**src/rtl/oc_pwm_pkg.sv**
```systemverilog
package oc_pwm_pkg;

    localparam int SEL_BIT = 3;

    typedef enum logic [2:0] {
        OCM_OFF  = 3'd0,
        OCM_SET  = 3'd1,
        OCM_CLR  = 3'd2,
        OCM_TOG  = 3'd3,
        OCM_ONE  = 3'd4,
        OCM_CONT = 3'd5,
        OCM_PWM  = 3'd6,
        OCM_PWMF = 3'd7
    } oc_mode_e;

endpackage

```
**src/rtl/oc_match_unit.sv**
```systemverilog
module oc_match_unit #(
    parameter int TW = 16
) (
    input  logic [TW-1:0] tmr_a,
    input  logic [TW-1:0] tmr_b,
    input  logic          sel_b,
    input  logic [TW-1:0] cmp_pri,
    input  logic [TW-1:0] cmp_sec,
    input  logic [TW-1:0] duty_act,
    output logic          hit_pri,
    output logic          hit_sec,
    output logic          hit_duty
);
    logic [TW-1:0] tb_cnt;

    assign tb_cnt   = sel_b ? tmr_b : tmr_a;
    assign hit_pri  = (tb_cnt == cmp_pri);
    assign hit_sec  = (tb_cnt == cmp_sec);
    assign hit_duty = (tb_cnt == duty_act);
endmodule

```
**src/rtl/oc_mode_core.sv**
```systemverilog
module oc_mode_core
    import oc_pwm_pkg::*;
#(
    parameter int TW = 16
) (
    input  logic          clk,
    input  logic          rst_n,
    input  oc_mode_e      mode_in,
    input  logic          hit_pri,
    input  logic          hit_sec,
    input  logic          hit_duty,
    input  logic          wrap,
    input  logic          fault_n,
    input  logic [TW-1:0] cmp_pri,
    output logic [TW-1:0] duty_act,
    output oc_mode_e      mode_q,
    output logic          pin_q,
    output logic          irq_q
);
    typedef struct packed {
        oc_mode_e      mode;
        logic          pin;
        logic          done;
        logic          flt;
        logic          irq;
        logic [TW-1:0] duty;
    } core_st_t;

    core_st_t st_d, st_q;
    logic     is_pwm;
    logic     same_mode;

    assign is_pwm    = (st_q.mode == OCM_PWM) || (st_q.mode == OCM_PWMF);
    assign same_mode = (mode_in == st_q.mode);

    always_comb begin
        st_d     = st_q;
        st_d.irq = 1'b0;
        if (!same_mode) begin
            st_d.mode = mode_in;
            st_d.pin  = (mode_in == OCM_CLR);
            st_d.done = 1'b0;
            st_d.flt  = 1'b0;
            st_d.duty = cmp_pri;
        end else begin
            unique case (st_q.mode)
                OCM_OFF: st_d.pin = 1'b0;
                OCM_SET: if (hit_pri) begin
                    st_d.pin = 1'b1;
                    st_d.irq = 1'b1;
                end
                OCM_CLR: if (hit_pri) begin
                    st_d.pin = 1'b0;
                    st_d.irq = 1'b1;
                end
                OCM_TOG: if (hit_pri) begin
                    st_d.pin = !st_q.pin;
                    st_d.irq = 1'b1;
                end
                OCM_ONE, OCM_CONT: if (!st_q.done) begin
                    if (hit_sec) begin
                        st_d.pin  = 1'b0;
                        st_d.irq  = st_q.pin;
                        st_d.done = st_q.pin && (st_q.mode == OCM_ONE);
                    end else if (hit_pri) begin
                        st_d.pin = 1'b1;
                    end
                end
                OCM_PWM, OCM_PWMF: begin
                    if (st_q.mode == OCM_PWMF && (st_q.flt || !fault_n)) begin
                        st_d.irq = !st_q.flt;
                        st_d.flt = 1'b1;
                        st_d.pin = 1'b0;
                    end else if (wrap) begin
                        st_d.duty = cmp_pri;
                        st_d.pin  = (cmp_pri != '0);
                    end else if (hit_duty) begin
                        st_d.pin = 1'b0;
                    end
                end
                default: st_d.pin = 1'b0;
            endcase
        end
    end

    always_ff @(posedge clk) begin
        if (!rst_n) begin
            st_q <= '{mode: OCM_OFF, pin: 1'b0, done: 1'b0, flt: 1'b0,
                      irq: 1'b0, duty: '0};
        end else begin
            st_q <= st_d;
        end
    end

    assign duty_act = st_q.duty;
    assign mode_q   = st_q.mode;
    assign pin_q    = st_q.pin;
    assign irq_q    = st_q.irq;

    assert_off_quiet_R3: assert property (@(posedge clk) disable iff (!rst_n)
        (st_q.mode == OCM_OFF && mode_in == OCM_OFF) |=> (!st_q.pin && !st_q.irq));

    assert_oneshot_idle_R8: assert property (@(posedge clk) disable iff (!rst_n)
        st_q.done |-> !st_q.pin);

    assert_pwm_rise_at_wrap_R9: assert property (@(posedge clk) disable iff (!rst_n)
        (is_pwm && same_mode && !wrap) |=> !$rose(st_q.pin));

    assert_zero_duty_low_R10: assert property (@(posedge clk) disable iff (!rst_n)
        (is_pwm && same_mode && wrap && cmp_pri == '0) |=> !st_q.pin);

    assert_fault_sticky_R11: assert property (@(posedge clk) disable iff (!rst_n)
        (st_q.flt && same_mode) |=> st_q.flt);

    assert_rewrite_clears_R12: assert property (@(posedge clk) disable iff (!rst_n)
        !same_mode |=> (!st_q.flt && !st_q.done));
endmodule

```
**src/rtl/oc_pwm_chan.sv**
```systemverilog
module oc_pwm_chan
    import oc_pwm_pkg::*;
#(
    parameter int TW = 16,
    parameter int CW = 4
) (
    input  logic          clk,
    input  logic          rst_n,
    input  logic [CW-1:0] ctrl,
    input  logic [TW-1:0] tmr_a,
    input  logic [TW-1:0] tmr_b,
    input  logic [TW-1:0] cmp_pri,
    input  logic [TW-1:0] cmp_sec,
    input  logic          tb_wrap,
    input  logic          fault_n,
    output logic          pin_out,
    output logic          cmp_irq
);
    logic          hit_pri, hit_sec, hit_duty;
    logic [TW-1:0] duty_act;
    oc_mode_e      mode_q;
    oc_mode_e      mode_in;
    logic          pin_q;

    assign mode_in = oc_mode_e'(ctrl[2:0]);

    oc_match_unit #(.TW(TW)) u_match (
        .tmr_a    (tmr_a),
        .tmr_b    (tmr_b),
        .sel_b    (ctrl[SEL_BIT]),
        .cmp_pri  (cmp_pri),
        .cmp_sec  (cmp_sec),
        .duty_act (duty_act),
        .hit_pri  (hit_pri),
        .hit_sec  (hit_sec),
        .hit_duty (hit_duty)
    );

    oc_mode_core #(.TW(TW)) u_core (
        .clk      (clk),
        .rst_n    (rst_n),
        .mode_in  (mode_in),
        .hit_pri  (hit_pri),
        .hit_sec  (hit_sec),
        .hit_duty (hit_duty),
        .wrap     (tb_wrap),
        .fault_n  (fault_n),
        .cmp_pri  (cmp_pri),
        .duty_act (duty_act),
        .mode_q   (mode_q),
        .pin_q    (pin_q),
        .irq_q    (cmp_irq)
    );

    // a live fault gates the pin before the next edge
    assign pin_out = pin_q && !((mode_q == OCM_PWMF) && !fault_n);

    assert_live_fault_low_R11: assert property (@(posedge clk) disable iff (!rst_n)
        ((mode_q == OCM_PWMF) && !fault_n) |-> !pin_out);

    assert_reset_quiet_R1: assert property (@(posedge clk)
        !rst_n |=> (!pin_out && !cmp_irq));
endmodule

```
**config.mk**
```make
export PLATFORM = sky130hd
export DESIGN_NAME = oc_pwm_chan
export DESIGN_NICKNAME = d
export VERILOG_FILES = /design/src/rtl/oc_pwm_pkg.sv /design/src/rtl/oc_match_unit.sv /design/src/rtl/oc_mode_core.sv /design/src/rtl/oc_pwm_chan.sv
export SDC_FILE = /design/constraint.sdc
export NUM_CORES = 1
export LEC_CHECK = 0
export ABC_AREA = 1
export BUFFER_PORTS_ARGS = -buffer_cell sky130_fd_sc_hd__buf_2
export CAP_MARGIN = 20
export CORE_ASPECT_RATIO = 1.75
export CORE_MARGIN = 4
export CORE_UTILIZATION = 50
export CTS_CLUSTER_SIZE = 25
export DETAILED_ROUTE_END_ITERATION = 8
export GPL_ROUTABILITY_DRIVEN = 0
export PLACE_DENSITY = 0.76
export SYNTH_ARGS = -nofsm -noshare
export SYNTH_HDL_FRONTEND = slang
export SYNTH_SLANG_ARGS = --single-unit
```
**constraint.sdc**
```tcl
create_clock -name clk -period 2.2 [get_ports clk]
set_clock_uncertainty 0.15 [all_clocks]
set_input_delay 0.22 -clock clk [delete_from_list [all_inputs] [get_ports clk]]
set_output_delay 0.22 -clock clk [all_outputs]
set_load 0.05 [all_outputs]
```
Yosys cells after proc, flatten, opt, wreduce, memory -nomap -nowiden
Cells that the tools add are included.
{"block": "totals", "word_cells": 66, "output_inout_bits": 2, "regBits": 23}
{"block": "op_classes", "n_eq_ne": 19, "n_mux": 23, "n_reduce_logical": 18}
{"op": "$mux 16", "count": 5}
{"op": "$eq 16x16->1", "count": 3}
{"op": "$reduce_bool 16->1", "count": 1}
{"op": "$mux 1", "count": 13}
{"op": "$eq 3x3->1 const B", "count": 4}
{"op": "$eq 3x2->1 const B", "count": 3}
{"op": "$ne 3x3->1 const B", "count": 3}
{"op": "$ne 2x2->1 const B", "count": 3}
{"op": "$pmux 1 s6", "count": 1}
{"op": "$ne 5x5->1 const B", "count": 1}
{"op": "$logic_and 1x1->1", "count": 4}
{"op": "$logic_not 1->1", "count": 4}
{"op": "$mux 2", "count": 2}
{"op": "$reduce_and 2->1", "count": 2}
{"op": "$reduce_and 4->1", "count": 1}
{"op": "$reduce_or 2->1", "count": 2}
{"op": "$eq 3x1->1 const B", "count": 1}
{"op": "$eq 3x3->1", "count": 1}
{"op": "$logic_not 3->1", "count": 1}
{"op": "$mux 3", "count": 1}
{"op": "$pmux 1 s3", "count": 1}
{"op": "$reduce_and 3->1", "count": 1}
{"op": "$reduce_or 3->1", "count": 1}
{"op": "$logic_or 1x1->1", "count": 1}

Longest topological paths before layout
Gate-level depths: netlist (run 1).
{"block": "logic_depth", "depth_word": 7, "mapped_depth": 19}

Modules after synthesis
A second synthesis (run 1) with hierarchy kept.
{"block": "hier_totals", "hier_cells": 461, "area_unflattened_um2": 2561.2}
{"module": "oc_match_unit", "area_each_um2": 1341.3, "seq_area_each_um2": 0.0, "n_inst": 1, "cells_each": 278}
{"module": "oc_mode_core", "area_each_um2": 1197.4, "seq_area_each_um2": 460.4, "n_inst": 1, "cells_each": 177}
{"module": "oc_pwm_chan", "area_each_um2": 22.5, "seq_area_each_um2": 0.0, "n_inst": 1, "cells_each": 6}

Least setup slack after synthesis (run 1)
OpenSTA, ideal clock, no wires.
{"block": "synth_path", "path_kind": "register to output", "from": "reg u_core.st_q (netlist bit u_core.mode_q[1])", "to": "out pin_out", "stages_incl_launch_ff": 5, "required_time_ns": 1.830, "slack_ns": 0.489, "arrival_time_ns": 1.341, "n_path_buf": 1, "path_cell_list": "dfxtp_1 -> buf_2 -> nand2_1 -> inv_1 -> a21oi_1"}
{"block": "synth_between", "elab_chain_len": 4}
{"element": "start, declared", "line": "oc_mode_core.sv:29", "text": "core_st_t st_d, st_q;"}
{"element": "start signal, assigned", "line": "oc_mode_core.sv:88", "text": "st_q <= '{mode: OCM_OFF, pin: 1'b0, done: 1'b0, flt: 1'b0,"}
{"element": "start signal, assigned", "line": "oc_mode_core.sv:91", "text": "st_q <= st_d;"}
{"element": "$eq 3x3->1"}
{"element": "$logic_and 1x1->1", "line": "oc_pwm_chan.sv:56", "text": "assign pin_out = pin_q && !((mode_q == OCM_PWMF) && !fault_n);"}
{"element": "$logic_not 1->1", "line": "oc_pwm_chan.sv:56"}
{"element": "$logic_and 1x1->1", "line": "oc_pwm_chan.sv:56"}
{"element": "end, declared", "line": "oc_pwm_chan.sv:16", "text": "output logic pin_out,"}
No other way between the ends.

Worst setup path in the final report (run 1)
{"block": "layout_path", "from": "reg u_core.st_q (netlist bit u_core.mode_q[0])", "to": "reg u_core.st_q (netlist bit u_core.duty_act[0])"}
{"block": "layout_between", "elab_chain_len": 4, "elab_cells_between_ends": 10, "cone_classes": "eq/ne (6); mux (1); reduce/logical (3)"}
{"element": "$eq 3x3->1, on equally long branches"}
{"element": "$reduce_or 2->1 / $logic_and 1x1->1 (equally long branches)", "line": "oc_mode_core.sv:46, oc_mode_core.sv:70"}
{"element": "$ne 2x2->1 (no line)"}
{"element": "$reduce_and 3->1 (no line)"}
Parallel ways exist; a longest one is shown, timed or not.
A chain may end at the register's enable or synchronous reset.

==> results of run 1 <==
[cell type report]
class | count | share of cell area (%)
tap | 52 | 2.322
inverter | 83 | 11.30
clock inverter | 1 | 0.1787
sequential | 23 | 16.44
multi-input combinational | 338 | 54.00
clock buffer | 3 | 1.474
timing repair buffer | 76 | 14.29
[critical path: cells and delay by family, from the launching register on]
family	cells	cell delay, ps
flops	1	510
simple gates	3	340
buf+inv	2	290
compound gates	2	230
xor+xnor	1	200
[layer usage]
| metal | wire length [um] | share of wire, % |
|---|---|---|
| met1 | 2563 | 40 |
| met2 | 3368 | 52 |
| met3 | 372 | 5.8 |
| met4 | 122 | 1.9 |
| met5 | 0 | 0 |
[worst max path at each step]
stage	startpoint	cells past startpoint	slack, ps	end
after floorplan	u_core.mode_q[1]$_SDFFE_PN0P_	4	490	pin_out
after global placement	ctrl[3]	18	200	u_core.pin_q$_SDFFE_PN0P_
after detailed placement	ctrl[3]	18	140	u_core.pin_q$_SDFFE_PN0P_
after CTS	u_core.mode_q[0]$_SDFFE_PN0P_	8	390	u_core.duty_act[3]$_SDFFE_PN0P_
after global routing	ctrl[3]	18	150	u_core.pin_q$_SDFFE_PN0P_
final	u_core.mode_q[0]$_SDFFE_PN0P_	8	410	u_core.duty_act[0]$_SDFFE_PN0P_
[stage by stage]
step	total power (W)	util, %	area, um2	hold slack [ps]	setup slack (ps)
after floorplan	0.0007610	-	2384	163.5	489.4
after global placement	0.0008933	59.05	2755	292.9	201.9
after detailed placement	0.0009001	59.05	2755	299.0	138.7
after CTS	0.001175	60.04	2801	17.27	393.1
after global routing	0.001270	60.04	2801	23.48	154.4
final	0.001172	60.04	2801	19.26	408.2
[power breakdown]
group	internal, W	switching (W)
Combinational	0.000166	0.000256
Clock	0.000127	0.000153
Sequential	0.000446	0.0000245
[sequential cells by signal, summed over array words and instances, names as in the netlist]
register / count
u_core.duty_act: 16
u_core.irq_q: 1
u_core.st_q: 2
u_core.mode_q: 3
u_core.pin_q: 1
[kinds of logic (layout without fill, tap and decap cells)]
family / count (synthesis) / in the layout / synth area share, %
simple gates: 282 / 282 / 49.76
buf+inv: 95 / 163 / 17.22
compound gates: 49 / 49 / 11.13
flops: 23 / 23 / 19.32
xor+xnor: 7 / 7 / 2.572
[cell usage in the layout (no fill, tap or decap)]
cell	count
nor2_1	31
xnor2_1	1
nor2_2	3
buf_2	73
nand2_2	7
inv_1	80
dfxtp_1	23
o21ai_1	1
nand2_4	7
clkinv_2	1
nand3b_1	1
o211ai_1	2
buf_12	1
inv_6	1
inv_2	2
nand4_1	2
clkbuf_8	3
nor3_1	5
nand3_1	22
xor2_1	6
nor4_1	3
a21oi_1	25
o2111ai_1	1
o21ai_0	16
a22oi_1	1
nand2_1	201
a31oi_1	1
buf_4	2
a21oi_2	2
[synthesized netlist by cell type, drive strengths merged]
cell     count
a21oi       27
a22oi        1
a31oi        1
buf          8
clkbuf       4
dfxtp       23
inv         83
nand2      215
nand3       22
nand3b       1
nand4        2
nor2        34
nor3         5
nor4         3
o2111ai      1
o211ai       2
o21ai       17
xnor2        1
xor2         6
==> results.cfg, run 1 <==
[synth]
synth-seq-cells = 23
synth.top_cell.area_share_pct = 31.65
synthesis.instances = 456
ys_top_cells_by_area = nand2_1 (32%), dfxtp_1 (19%), inv_1 (13%), a21oi_1 (5.2%), nor2_1 (4.9%)
ys_types = 29
synth_largest_area_cell = nand2_1
syn_area_per_cell_um2 = 5.227
yosysWarningCount = 0
syn_area_um2 = 2384
synth_nets = 528
ys_seq_area_share_pct = 19.32

[clock_tree]
clk_latency_ps = 270
hold_buffers = 0
post_cts_buffers = 0
cts_tree = done
htree_levels = 1
cts_made_buffers = 3
cts_sinks = 23
clkTransAtPathRegs_ps = 90
cts.repair.resized = 0
cts_buffer_depth = 2
cts_root_buf = clkbuf_8

[setup_path]
reg2reg_from = u_core.mode_q[0]$_SDFFE_PN0P_
critPathSlowestCell = dfxtp_1
r2r_end = u_core.duty_act[0]$_SDFFE_PN0P_
path_common_cell = nand2_1
path_class = reg2reg
crit_required_ps = 2260
path_cells = xor2_1, nor2_1, nand2_1, inv_1, nand2_1, buf_12, o21ai_0, a21oi_1
path_max_fanout = 32
arrival_ps = 1850
start_kind = register
r2r_cells = 8
worstSetupEndpointType = register
regToRegSetupSlack_ps = 410
cp_slowest_stage_delay_ps = 510

[global_routing]
met3_usage_pct = 1.948
grt-ovfl-total = 0
track_usage_pct = 22.20
groute.layer.met1.usage_pct = 25.97
grt_util_met2_pct = 40.67
grt-busiest-layer = met2
grt_max_degree = 33
antenna_found_initial = 0
grt_pass1_vias = 2547
grt_first_pass_wirelength_mm = 10.54

[layout]
multi_input_area_um2 = 1513
nNetsFinal = 597
nFillCells = 474
n_antenna_cell = 0
area_delta_synth_final_pct = 17.53
seqCellArea_um2 = 460.4
drive_gt1_share_pct = 19.47
stdcell_count = 576

[sta]
min_period_ps = 1792
tightestPinTransition_ps = 377.1
finalHoldViolCount = 0
post-route-period-util_pct = 81.45
fmaxAchievable_ghz = 0.5581
rsz0062_at_grt = no
slew_headroom_pct = 74.86
tns_ps = 0
drv_slew = 0
setup_viol = 0

[die]
ios = 74
initial_core_util_pct = 51.09
die_y_um = 99.34
row_count = 33
fp.coreArea_um2 = 4666
die_w_um = 60.19
dieArea_um2 = 5979

[placed_design]
dpl.cell_count = 572
io_buffers = 73
dp_hpwl_mm = 5.264

[power_and_ir_drop]
powerDensity_nw_per_um2 = 418.3
vdd_drop_max_mv = 0.4392
power.leakage_nw = 1.757

[hold_path]
min-delay-start = ctrl[2]
min_path_cells = 3
hold_class = in2reg
holdPathEnd = u_core.mode_q[2]$_SDFFE_PN0P_

[status]
outcome = completed

[route]
drc = 0
wl_per_cell_um = 11.16
drt-total-wl_mm = 6.427
drt_iter0_markers = 119
dr.pass1.iters = 4
vias = 2829
ant_nets = 0
via_per_inst = 4.911

[flow_run]
max-cap-violations = 0
(Power assumes the default switching activity.)
==> run 2, diff against run 1 <==
==> constraint.sdc (replaced) <==
create_clock -name clk -period 1.7 [get_ports clk]
set_clock_uncertainty 0.15 [all_clocks]
set_input_delay 0.17 -clock clk [delete_from_list [all_inputs] [get_ports clk]]
set_output_delay 0.17 -clock clk [all_outputs]
set_load 0.05 [all_outputs]
==> run 2 against run 1 <==
Count of clock-buffer cells in the layout grew 1. Non-clock buffer count increased by 9. Sequential power up 29%. Combinational power rose by 50%. Register-to-register slack worse by 360 ps. Worst hold slack better by 5.4 ps. Largest cell class unchanged. Largest power group is now combinational cells.
==> results.cfg, run 2 (synthesis gave the netlist of run 1 again) <==
[status]
outcome = completed

[sta]
finalHoldViolCount = 0
fmaxAchievable_ghz = 0.6037
setup_viol = 0
tns_ps = 0
min_period_ps = 1657
slew_headroom_pct = 75.22
tightestPinTransition_ps = 370.1
drv_slew = 0
rsz0062_at_grt = yes
post-route-period-util_pct = 97.45

[layout]
final_cell_mix = nand2_1 (192), inv_1 (79), buf_2 (72)
n_antenna_cell = 0
multi_input_area_um2 = 1579
drive_gt1_share_pct = 24.16
nNetsFinal = 607
stdcell_count = 586
seqCellArea_um2 = 462.9
final_common_cell = nand2_1
largest_reg_flops = 16
nFillCells = 472
area_delta_synth_final_pct = 27.61

[clock_tree]
cts_made_buffers = 3
cts_tree = done
clkTransAtPathRegs_ps = 90
htree_levels = 1
cts_sinks = 23
clk_latency_ps = 270
cts_buffer_depth = 2
cts_root_buf = clkbuf_8

[setup_path]
start_kind = register
crit_required_ps = 1710
path_class = reg2reg
worstSetupEndpointType = register
path_max_fanout = 16
arrival_ps = 1670

[power_and_ir_drop]
vdd_drop_max_mv = 0.5482
powerDensity_nw_per_um2 = 524.6
power.leakage_nw = 1.839

[route]
drt_iter0_markers = 120
via_per_inst = 4.952
wl_per_cell_um = 12.06
drc = 0
dr.pass1.iters = 7
vias = 2902
drt-total-wl_mm = 7.069
ant_nets = 0

[flow_run]
max-cap-violations = 0

[global_routing]
grt-ovfl-total = 0
grt_first_pass_wirelength_mm = 10.30
antenna_found_initial = 0
grt_pass1_vias = 2585
track_usage_pct = 21.64
grt_max_degree = 33

[placed_design]
dp_hpwl_mm = 5.243
io_buffers = 73
dpl.cell_count = 574

[die]
ios = 74
row_count = 33
die_y_um = 99.34
initial_core_util_pct = 51.09
die_w_um = 60.19
dieArea_um2 = 5979
fp.coreArea_um2 = 4666

[hold_path]
hold_class = in2reg
[run 2: cell count changes in the layout (fill, tap and decap cells not counted), moves of 3 or more]
cell and delta:
o21ai_0 -3, a21oi_1 -7, o21ai_1 +3, dlygate4sd3_1 +3
a21oi_2 +7, nand2_2 +8, nand2_1 -9
[run 2: per-stage QoR]
step           area (um2)  hold WS (ps)  util, %  setup slack (ps)  total power (W)
6_report             3042         24.62    65.19             43.43         0.001596
5_1_grt              3042         44.53    65.19            -39.68         0.001698
4_1_cts              2860         24.48    61.30             8.134         0.001525
3_5_place_dp         2783         245.8    59.64            -300.5         0.001171
3_3_place_gp         2783         240.9    59.64            -215.9         0.001159
2_1_floorplan        2384         113.5        -             39.41        0.0009849
[run 2: metal layers]
| layer | share of wire, % | GRT usage, % | vias up |
|---|---|---|---|
| li1 | - | - | 1529 |
| met1 | 38 | 23.77 | 1259 |
| met2 | 53 | 40.67 | 96 |
| met3 | 5.8 | 2.208 | 18 |
| met4 | 3.2 | 7.509 | 0 |
| met5 | 0 | 0 | - |
[run 2: what timing repair did]
item	4_1_cts	5_1_grt
setup buffers	0	2
hold buffers	3	0
pin swaps	0	2
setup endpoints to repair	1	19
cloned	0	3
endpoints found under the hold margin	3	0
resized for setup	1	33
[run 2: final timing paths]
| kind | startpoint | endpoint | slack, ps | cells past startpoint |
|---|---|---|---|---|
| max | u_core.mode_q[0]$_SDFFE_PN0P_ | u_core.duty_act[5]$_SDFFE_PN0P_ | 40 | 8 |
| min | cmp_pri[11] | u_core.duty_act[11]$_SDFFE_PN0P_ | 20 | 3 |
| max reg2reg | u_core.mode_q[0]$_SDFFE_PN0P_ | u_core.duty_act[5]$_SDFFE_PN0P_ | 40 | 8 |
| min reg2reg | u_core.st_q[17]$_SDFFE_PN0P_ | u_core.st_q[17]$_SDFFE_PN0P_ | 340 | 2 |
[run 2: where the power goes]
| part | total (W) | internal [W] | leakage [nW] | switching (W) |
|---|---|---|---|---|
| Clock | 0.000359 | 0.000168 | 0.0228 | 0.000191 |
| Sequential | 0.000606 | 0.000577 | 0.191 | 0.0000288 |
| Combinational | 0.000631 | 0.000261 | 1.63 | 0.000370 |
[run 2: layout make-up]
| class | count | share of cell area (%) |
|---|---|---|
| Tap cell | 52 | 2.139 |
| Inverter | 83 | 10.65 |
| Timing Repair Buffer | 85 | 18.31 |
| Timing Repair inverter | 1 | 0.2879 |
| Sequential cell | 23 | 15.22 |
| Clock buffer | 4 | 1.481 |
| Multi-Input combinational cell | 338 | 51.91 |
[run 2: worst max-delay path: stages (launching register included)]
cell and delay [ps]:
dfxtp_2 340, xor2_1 160, nor2_1 120, nand2_2 130
inv_2 120, nand2_4 80, buf_12 170, o21ai_0 240
a21oi_2 50
